<file path="config.mk">
export PLATFORM = sky130hd
export DESIGN_NAME = mw_host
export DESIGN_NICKNAME = d
export VERILOG_FILES = /design/src/rtl/mw_pkg.sv /design/src/rtl/mw_clkgen.sv /design/src/rtl/mw_rxword.sv /design/src/rtl/mw_host.sv
export SDC_FILE = /design/constraint.sdc
export NUM_CORES = 1
export LEC_CHECK = 0
export ABC_CLOCK_PERIOD_IN_PS = 2000
export BUFFER_PORTS_ARGS = -buffer_cell sky130_fd_sc_hd__buf_2
export CAP_MARGIN = 20
export CORE_ASPECT_RATIO = 0.5
export CORE_MARGIN = 5
export CORE_UTILIZATION = 45
export DETAILED_ROUTE_END_ITERATION = 8
export HOLD_SLACK_MARGIN = 0.1
export PLACE_DENSITY = 0.74
export SLEW_MARGIN = 20
export SYNTH_ARGS = -nofsm -noshare
export SYNTH_HDL_FRONTEND = slang
export SYNTH_SLANG_ARGS = --single-unit
</file>
<file path="constraint.sdc">
create_clock -name clk -period 2 [get_ports clk]
set_input_delay 0.1 -clock clk [delete_from_list [all_inputs] [get_ports clk]]
set_output_delay 0.1 -clock clk [all_outputs]
set_load 0.01 [all_outputs]
</file>
<file path="src/rtl/mw_pkg.sv">
`timescale 1ns/1ps
package mw_pkg;
    typedef enum logic [1:0] {
        OP_READ  = 2'd0,
        OP_WRITE = 2'd1,
        OP_WREN  = 2'd2,
        OP_WRDIS = 2'd3
    } mw_op_e;

    typedef enum logic [2:0] {
        ST_IDLE, ST_GAP, ST_SHIFT, ST_RDATA,
        ST_DRAIN, ST_WGAP, ST_POLL, ST_FINISH
    } mw_state_e;
endpackage

</file>
<file path="src/rtl/mw_clkgen.sv">
`timescale 1ns/1ps
module mw_clkgen #(
    parameter int HALF_DIV = 100
) (
    input  logic clk,
    input  logic rst_n,
    input  logic run,
    input  logic stall,
    output logic sk,
    output logic rise_stb,
    output logic fall_stb
);
    localparam int CW = $clog2(HALF_DIV + 1);
    localparam logic [CW-1:0] LAST = CW'(HALF_DIV - 1);

    logic [CW-1:0] cnt_q;
    logic          sk_q;
    logic          wrap;

    assign wrap     = run && !stall && (cnt_q == LAST);
    assign rise_stb = wrap && !sk_q;
    assign fall_stb = wrap && sk_q;
    assign sk       = sk_q;

    always_ff @(posedge clk or negedge rst_n) begin
        if (!rst_n) begin
            cnt_q <= '0;
            sk_q  <= 1'b0;
        end else if (!run) begin
            cnt_q <= '0;
            sk_q  <= 1'b0;
        end else if (!stall) begin
            if (cnt_q == LAST) begin
                cnt_q <= '0;
                sk_q  <= ~sk_q;
            end else begin
                cnt_q <= cnt_q + CW'(1);
            end
        end
    end

    AST_SK_PARKED: assert property (@(posedge clk) disable iff (!rst_n)
        $past(!run) |-> !sk_q) else $error("sk not parked low");
endmodule

</file>
<file path="src/rtl/mw_rxword.sv">
`timescale 1ns/1ps
module mw_rxword #(
    parameter int DATA_W = 16
) (
    input  logic              clk,
    input  logic              rst_n,
    input  logic              clr,
    input  logic              shift_en,
    input  logic              bit_in,
    output logic [DATA_W-1:0] word,
    output logic              full
);
    localparam int CW = $clog2(DATA_W);

    logic [DATA_W-1:0] sr_q;
    logic [CW-1:0]     cnt_q;

    assign word = {sr_q[DATA_W-2:0], bit_in};
    assign full = shift_en && (cnt_q == CW'(DATA_W - 1));

    always_ff @(posedge clk or negedge rst_n) begin
        if (!rst_n) begin
            sr_q  <= '0;
            cnt_q <= '0;
        end else if (clr) begin
            cnt_q <= '0;
        end else if (shift_en) begin
            sr_q  <= word;
            cnt_q <= full ? '0 : cnt_q + CW'(1);
        end
    end
endmodule

</file>
<file path="src/rtl/mw_host.sv">
`timescale 1ns/1ps
module mw_host
    import mw_pkg::*;
#(
    parameter int ADDR_W     = 10,
    parameter int DATA_W     = 16,
    parameter int LEN_W      = 8,
    parameter int HALF_DIV   = 100,
    parameter int CS_LOW_MIN = 50,
    parameter int BUSY_MAX   = 1600000
) (
    input  logic              clk,
    input  logic              rst_n,
    input  logic              cmd_valid,
    output logic              cmd_ready,
    input  logic [1:0]        cmd_op,
    input  logic [ADDR_W-1:0] cmd_addr,
    input  logic [DATA_W-1:0] cmd_wdata,
    input  logic [LEN_W-1:0]  cmd_len,
    output logic              rd_valid,
    input  logic              rd_ready,
    output logic [DATA_W-1:0] rd_data,
    output logic              done,
    output logic              timeout_err,
    output logic              ee_cs,
    output logic              ee_sk,
    output logic              ee_di,
    input  logic              ee_do
);
    localparam int HDR_W = 3 + ADDR_W;
    localparam int TX_W  = HDR_W + DATA_W;
    localparam int BC_W  = $clog2(TX_W + 1);
    localparam int GAP_W = $clog2(CS_LOW_MIN + 1);
    localparam int TO_W  = $clog2(BUSY_MAX + 1);

    mw_state_e         state_q, state_d;
    mw_op_e            op_q;
    logic [TX_W-1:0]   tx_q, tx_load;
    logic [BC_W-1:0]   bits_q, nbits_q;
    logic [LEN_W-1:0]  words_q;
    logic [GAP_W-1:0]  gap_q;
    logic [TO_W-1:0]   to_q;
    logic              cs_q, rd_valid_q, done_q, err_q;
    logic [DATA_W-1:0] rd_data_q;

    logic sk_run, sk_stall, rise_stb, fall_stb, sk_w;
    logic rx_full;
    logic [DATA_W-1:0] rx_word;
    logic gap_ok, last_bit, last_word, tmo, accept;

    assign gap_ok    = (gap_q == GAP_W'(CS_LOW_MIN));
    assign last_bit  = (bits_q == nbits_q - BC_W'(1));
    assign last_word = (words_q == LEN_W'(1));
    assign tmo       = (to_q == TO_W'(BUSY_MAX - 1));
    assign accept    = (state_q == ST_IDLE) && cmd_valid;
    assign sk_run    = cs_q && ((state_q == ST_SHIFT) || (state_q == ST_RDATA));
    assign sk_stall  = rd_valid_q && !rd_ready;

    mw_clkgen #(.HALF_DIV(HALF_DIV)) u_clk (
        .clk(clk), .rst_n(rst_n), .run(sk_run), .stall(sk_stall),
        .sk(sk_w), .rise_stb(rise_stb), .fall_stb(fall_stb)
    );

    mw_rxword #(.DATA_W(DATA_W)) u_rx (
        .clk(clk), .rst_n(rst_n), .clr(state_q == ST_SHIFT),
        .shift_en((state_q == ST_RDATA) && fall_stb), .bit_in(ee_do),
        .word(rx_word), .full(rx_full)
    );

    // frame image: start bit, code, address field, data
    always_comb begin
        unique case (mw_op_e'(cmd_op))
            OP_READ:  tx_load = {3'b110, cmd_addr, {DATA_W{1'b0}}};
            OP_WRITE: tx_load = {3'b101, cmd_addr, cmd_wdata};
            OP_WREN:  tx_load = {3'b100, 2'b11, {(ADDR_W-2){1'b0}}, {DATA_W{1'b0}}};
            OP_WRDIS: tx_load = {3'b100, {ADDR_W{1'b0}}, {DATA_W{1'b0}}};
            default:  tx_load = '0;
        endcase
    end

    // next state
    always_comb begin
        state_d = state_q;
        unique case (state_q)
            ST_IDLE:   if (cmd_valid) state_d = ST_GAP;
            ST_GAP:    if (gap_ok) state_d = ST_SHIFT;
            ST_SHIFT:  if (fall_stb && last_bit)
                           state_d = (op_q == OP_READ)  ? ST_RDATA :
                                     (op_q == OP_WRITE) ? ST_WGAP  : ST_FINISH;
            ST_RDATA:  if (rx_full && last_word) state_d = ST_DRAIN;
            ST_DRAIN:  if (!rd_valid_q || rd_ready) state_d = ST_IDLE;
            ST_WGAP:   if (gap_ok) state_d = ST_POLL;
            ST_POLL:   if (ee_do || tmo) state_d = ST_FINISH;
            ST_FINISH: state_d = ST_IDLE;
            default:   state_d = ST_IDLE;
        endcase
    end

    always_ff @(posedge clk or negedge rst_n) begin
        if (!rst_n) state_q <= ST_IDLE;
        else        state_q <= state_d;
    end

    // outputs and datapath
    always_ff @(posedge clk or negedge rst_n) begin
        if (!rst_n) begin
            op_q       <= OP_READ;
            tx_q       <= '0;
            bits_q     <= '0;
            nbits_q    <= '0;
            words_q    <= '0;
            gap_q      <= '0;
            to_q       <= '0;
            cs_q       <= 1'b0;
            rd_valid_q <= 1'b0;
            rd_data_q  <= '0;
            done_q     <= 1'b0;
            err_q      <= 1'b0;
        end else begin
            gap_q  <= cs_q ? '0 : (gap_ok ? gap_q : gap_q + GAP_W'(1));
            to_q   <= (state_q == ST_POLL) ? to_q + TO_W'(1) : '0;
            done_q <= (state_q == ST_FINISH) ||
                      ((state_q == ST_DRAIN) && (!rd_valid_q || rd_ready));
            if (rd_valid_q && rd_ready) rd_valid_q <= 1'b0;
            if (accept) begin
                op_q    <= mw_op_e'(cmd_op);
                tx_q    <= tx_load;
                bits_q  <= '0;
                nbits_q <= (mw_op_e'(cmd_op) == OP_WRITE) ? BC_W'(TX_W) : BC_W'(HDR_W);
                words_q <= (cmd_len == '0) ? LEN_W'(1) : cmd_len;
                err_q   <= 1'b0;
            end
            if (((state_q == ST_GAP) || (state_q == ST_WGAP)) && gap_ok)
                cs_q <= 1'b1;
            if ((state_q == ST_SHIFT) && fall_stb) begin
                tx_q   <= tx_q << 1;
                bits_q <= bits_q + BC_W'(1);
                if (last_bit && (op_q != OP_READ)) cs_q <= 1'b0;
            end
            if ((state_q == ST_RDATA) && rx_full) begin
                rd_valid_q <= 1'b1;
                rd_data_q  <= rx_word;
                words_q    <= words_q - LEN_W'(1);
                if (last_word) cs_q <= 1'b0;
            end
            if ((state_q == ST_POLL) && (ee_do || tmo)) begin
                cs_q  <= 1'b0;
                err_q <= !ee_do;
            end
        end
    end

    assign cmd_ready   = (state_q == ST_IDLE);
    assign rd_valid    = rd_valid_q;
    assign rd_data     = rd_data_q;
    assign done        = done_q;
    assign timeout_err = err_q;
    assign ee_cs       = cs_q;
    assign ee_sk       = sk_w;
    assign ee_di       = (state_q == ST_SHIFT) && tx_q[TX_W-1];

    AST_SK_NEEDS_CS: assert property (@(posedge clk) disable iff (!rst_n)
        !ee_cs |-> !ee_sk) else $error("sk high with cs low");
    AST_DI_STABLE: assert property (@(posedge clk) disable iff (!rst_n)
        $rose(ee_sk) |-> $stable(ee_di)) else $error("di moved at sk rise");
    AST_CS_LOW_TIME: assert property (@(posedge clk) disable iff (!rst_n)
        $rose(ee_cs) |-> $past(gap_q) == GAP_W'(CS_LOW_MIN)) else $error("cs low too short");
    AST_RD_HOLD: assert property (@(posedge clk) disable iff (!rst_n)
        rd_valid && !rd_ready |=> rd_valid && $stable(rd_data)) else $error("read word dropped");
    AST_DONE_PULSE: assert property (@(posedge clk) disable iff (!rst_n)
        done |=> !done) else $error("done longer than one cycle");
    AST_DONE_READY: assert property (@(posedge clk) disable iff (!rst_n)
        done |-> cmd_ready) else $error("done while busy");
    AST_NO_SK_IN_POLL: assert property (@(posedge clk) disable iff (!rst_n)
        (state_q == ST_POLL) |-> !ee_sk) else $error("clocking during poll");
endmodule

</file>
==> run_results.csv <==
group,metric,value,unit
run_status,status,"finished, violations left",
grt,grt_start_max_net_pins,66,
synthesis,synth_mux_area_frac,0.00541,
drt,ant_nets,0,
grt,grt_antenna_before_repair,0,
critical_path,cp-start-kind,"flop",
place,gp_congestion,0.859,
floorplan,coreArea,12600,µm²
sta,setup_viol,19,
critical_path,cp_cell_sequence,"or4_4 > or4b_4 > nor4_4 > o21ai_2 > a211o_1",
synthesis,synthTopCellsByArea,"dfrtp_1, nand2_1, nor2_1, xor2_1, a221o_1",
synthesis,synth_largest_area_cell,"dfrtp_1",
clock_tree,clk_latency,420,ps
finish,final_common_cell,"nand2_1",
floorplan,die_y,90.2,µm
clock_tree,cts.reportedPaths.clkPinSlew,60,ps
sta,max-slew-margin-rel,0.699,
finish,design_area,7810,µm²
synthesis,synth-main-ff-cell,"dfrtp_1",
sta,rsz0062_at_grt,"yes",
finish,n_antenna_cell,0,
sta,hold_viol,0,
synthesis,synthDistinctLibCells,57,
clock_tree,cts.sinks,123,
grt,grt_overflow,0,
finish,final_cell_mix,"nand2_1, dfrtp_1, buf_2, nor2_1, buf_4",
place,dpl_worst_slack,-86.6,ps
finish,seqCellArea,3080,µm²
finish,nFillCells,995,
synthesis,synth_top_family_by_area,"simple AND/OR/NAND/NOR gates",
drt,wire_per_inst,15.1,µm
clock_tree,htreeDepth,4,
sta,timing.fmax,484,MHz
synthesis,syn_area,5790,µm²
synthesis,syn_area_per_cell,9.61,µm²
floorplan,ios,64,
place,numPortBuffers,63,
floorplan,fp.dieW,170,µm
finish,drive_above_1_share,0.265,
finish,area_delta_synth_final,35.0,%
flow_run,drv_cap,0,
synthesis,ys_seq_area_frac,0.532,
power,ir_drop,516,µV
synthesis,synth_top_area_share,0.532,
floorplan,num_rows,29,
drt,drcViolationCount,0,
critical_path,cpPeakStageDelay,530,ps
critical_path,worstPathArrival,2360,ps
synthesis,synth_compound_area_frac,0.0997,
clock_tree,cts-root-buf,"clkbuf_16",
synthesis,ys_seq_elements,123,
drt,wirelength,14000,µm
floorplan,start_util,0.458,
drt,vias,4953,
synthesis,async_flop_share,1.00,
synthesis,synth_edf_count,0,
critical_path,worst_ep_required_time,2300,ps
synthesis,ys_warn_count,0,
power,power.leakage,3.85,nW
power,total_power,5.85,mW
synthesis,yosys.area_share.simple,0.271,
sta,setup_slack,-67.0,ps
sta,holdWs,111,ps
synthesis,syn_inst,602,
sta,slew_viol_final,0,
drt,via_per_inst,5.35,
synthesis,syn_nets,651,
finish,multi_input_area,2690,µm²
grt,grt_pass1_vias,4961,
critical_path,cp_slowest_cell,"or4_4",
power,power_per_cell_area,749,nW/µm²
clock_tree,clockBufferDepth,2,
critical_path,critical_path_class,"flop to flop",
floorplan,die_area,15400,µm²
sta,tightest_slew,446,ps
grt,grt.total_usage,0.186,
drt,drt_iter0_markers,427,
critical_path,end_kind,"flop",
place,dp.final_hpwl,8630,µm
sta,period_minus_slack,2070,ps
run_status,violations,"setup timing",
critical_path,crit_fanout,2,
sta,finalClockSkew,10.6,ps
sta,post-route-period-util,1.03,
synthesis,synth_adder_area_share,0.0173,
grt,grt_pass1_wl,23600,µm
clock_tree,numCtsBuffers,17,
finish,nets,791,
place,dpl-instance-area,6630,µm²
clock_tree,cts_tree,"built",
synthesis,synth_xor_area_frac,0.0469,
hold_path,hp-class,"input pin to flop",
drt,firstDrtPassIters,5,
-- power by group --
part | internal (mW) | switching (mW)
clock network | 1.99 | 1.22
registers | 2.49 | 0
logic | 0.0784 | 0.0815
-- sequential cells by signal, summed over array words and instances (netlist names) --
register	count
rd_valid	1
gap_q	6
timeout_err	1
words_q	8
u_rx.cnt_q	4
rd_data	16
u_clk.sk	1
bits_q	5
u_clk.cnt_q	7
nbits_q	2
op_q	2
state_q	3
ee_cs	1
tx_q	29
done	1
to_q	21
u_rx.sr_q	15
-- synth_stat cells, types with 2 or more instances --
master,count
nand2_1,140
nand4b_1,2
o31ai_1,3
o311ai_0,2
xor2_1,20
a221o_1,17
a21o_1,3
nor2_1,50
dfrtp_1,123
and4_1,2
clkbuf_1,16
nor4_1,5
nand2b_1,6
o211ai_1,3
a22o_1,2
a21oi_1,20
and2_1,3
inv_1,9
a31oi_1,3
and3_1,26
or4b_4,2
nor3_1,13
o21ai_0,16
nor3_4,2
xnor2_1,11
a211o_1,2
nor3b_1,8
ha_1,8
mux2i_1,2
nand4_1,10
a21boi_0,2
or4_1,3
buf_2,12
nand3_1,33
-- routing by layer --
layer  wire (µm)  vias up  GRT usage  part of all wire
met1        6360     2415      0.255              0.46
met2        6690      138      0.290              0.48
li1            -     2381          -                 -
met5           0        -          0                 0
met4         160        0     0.0618             0.011
met3         739       19     0.0460             0.053
-- logic make-up (layout without fill, tap and decap cells) --
logic type               Yosys count  count (layout)
multiplexers                       3               3
buffers and inverters             38             191
adder cells (fa/ha/maj)            8               8
XOR/XNOR                          31              31
flip-flops                       123             123
AND/OR/NAND/NOR                  318             318
AO/OA/AOI/OAI                     81              81
-- worst paths after layout --
kind                             startpoint           to  slack [ps]  cells after the start
worst max-delay path             words_q[5]   state_q[0]         -70                      5
worst min-delay path            cmd_addr[4]     tx_q[20]         110                      4
worst max register to register   words_q[5]   state_q[0]         -70                      5
worst min register to register  rd_data[15]  rd_data[15]         470                      2
max in group asynchronous             rst_n   state_q[1]        1230                      3
min in group asynchronous             rst_n      tx_q[5]         130                      2
-- through the flow --
stage | instances | util | setup TNS, ps
finish | 925 | 0.619 | -418
global route | 925 | 0.619 | -2870
CTS | 918 | 0.600 | -159
detailed placement | 856 | 0.525 | -1720
global placement | 856 | 0.525 | -518
floorplan | 602 | - | -779
-- worst max-delay path: cells and delay by family, from the launching register on --
family,cells,cell delay [ps]
flip-flops,1,380
AO/OA/AOI/OAI,2,350
AND/OR/NAND/NOR,3,1230
-- repair_timing --
action                                  4_1_cts  5_1_grt
pin swaps                                     6       13
cloned                                        0        4
hold buffers                                 29        0
resized for setup                             7       37
endpoints found under the setup margin       33       73
endpoints found under the hold margin       155        0
setup buffers                                 1        3
-- cell type report --
cell class / instances / area share
repair buffers: 150 / 0.151
well taps: 170 / 0.0272
multi-input cells: 441 / 0.345
inverters: 9 / 0.00432
clock buffers: 17 / 0.0545
flip-flops and latches: 123 / 0.394
clock inverters: 15 / 0.0240
Note: power is estimated with default switching activity, not from simulation.
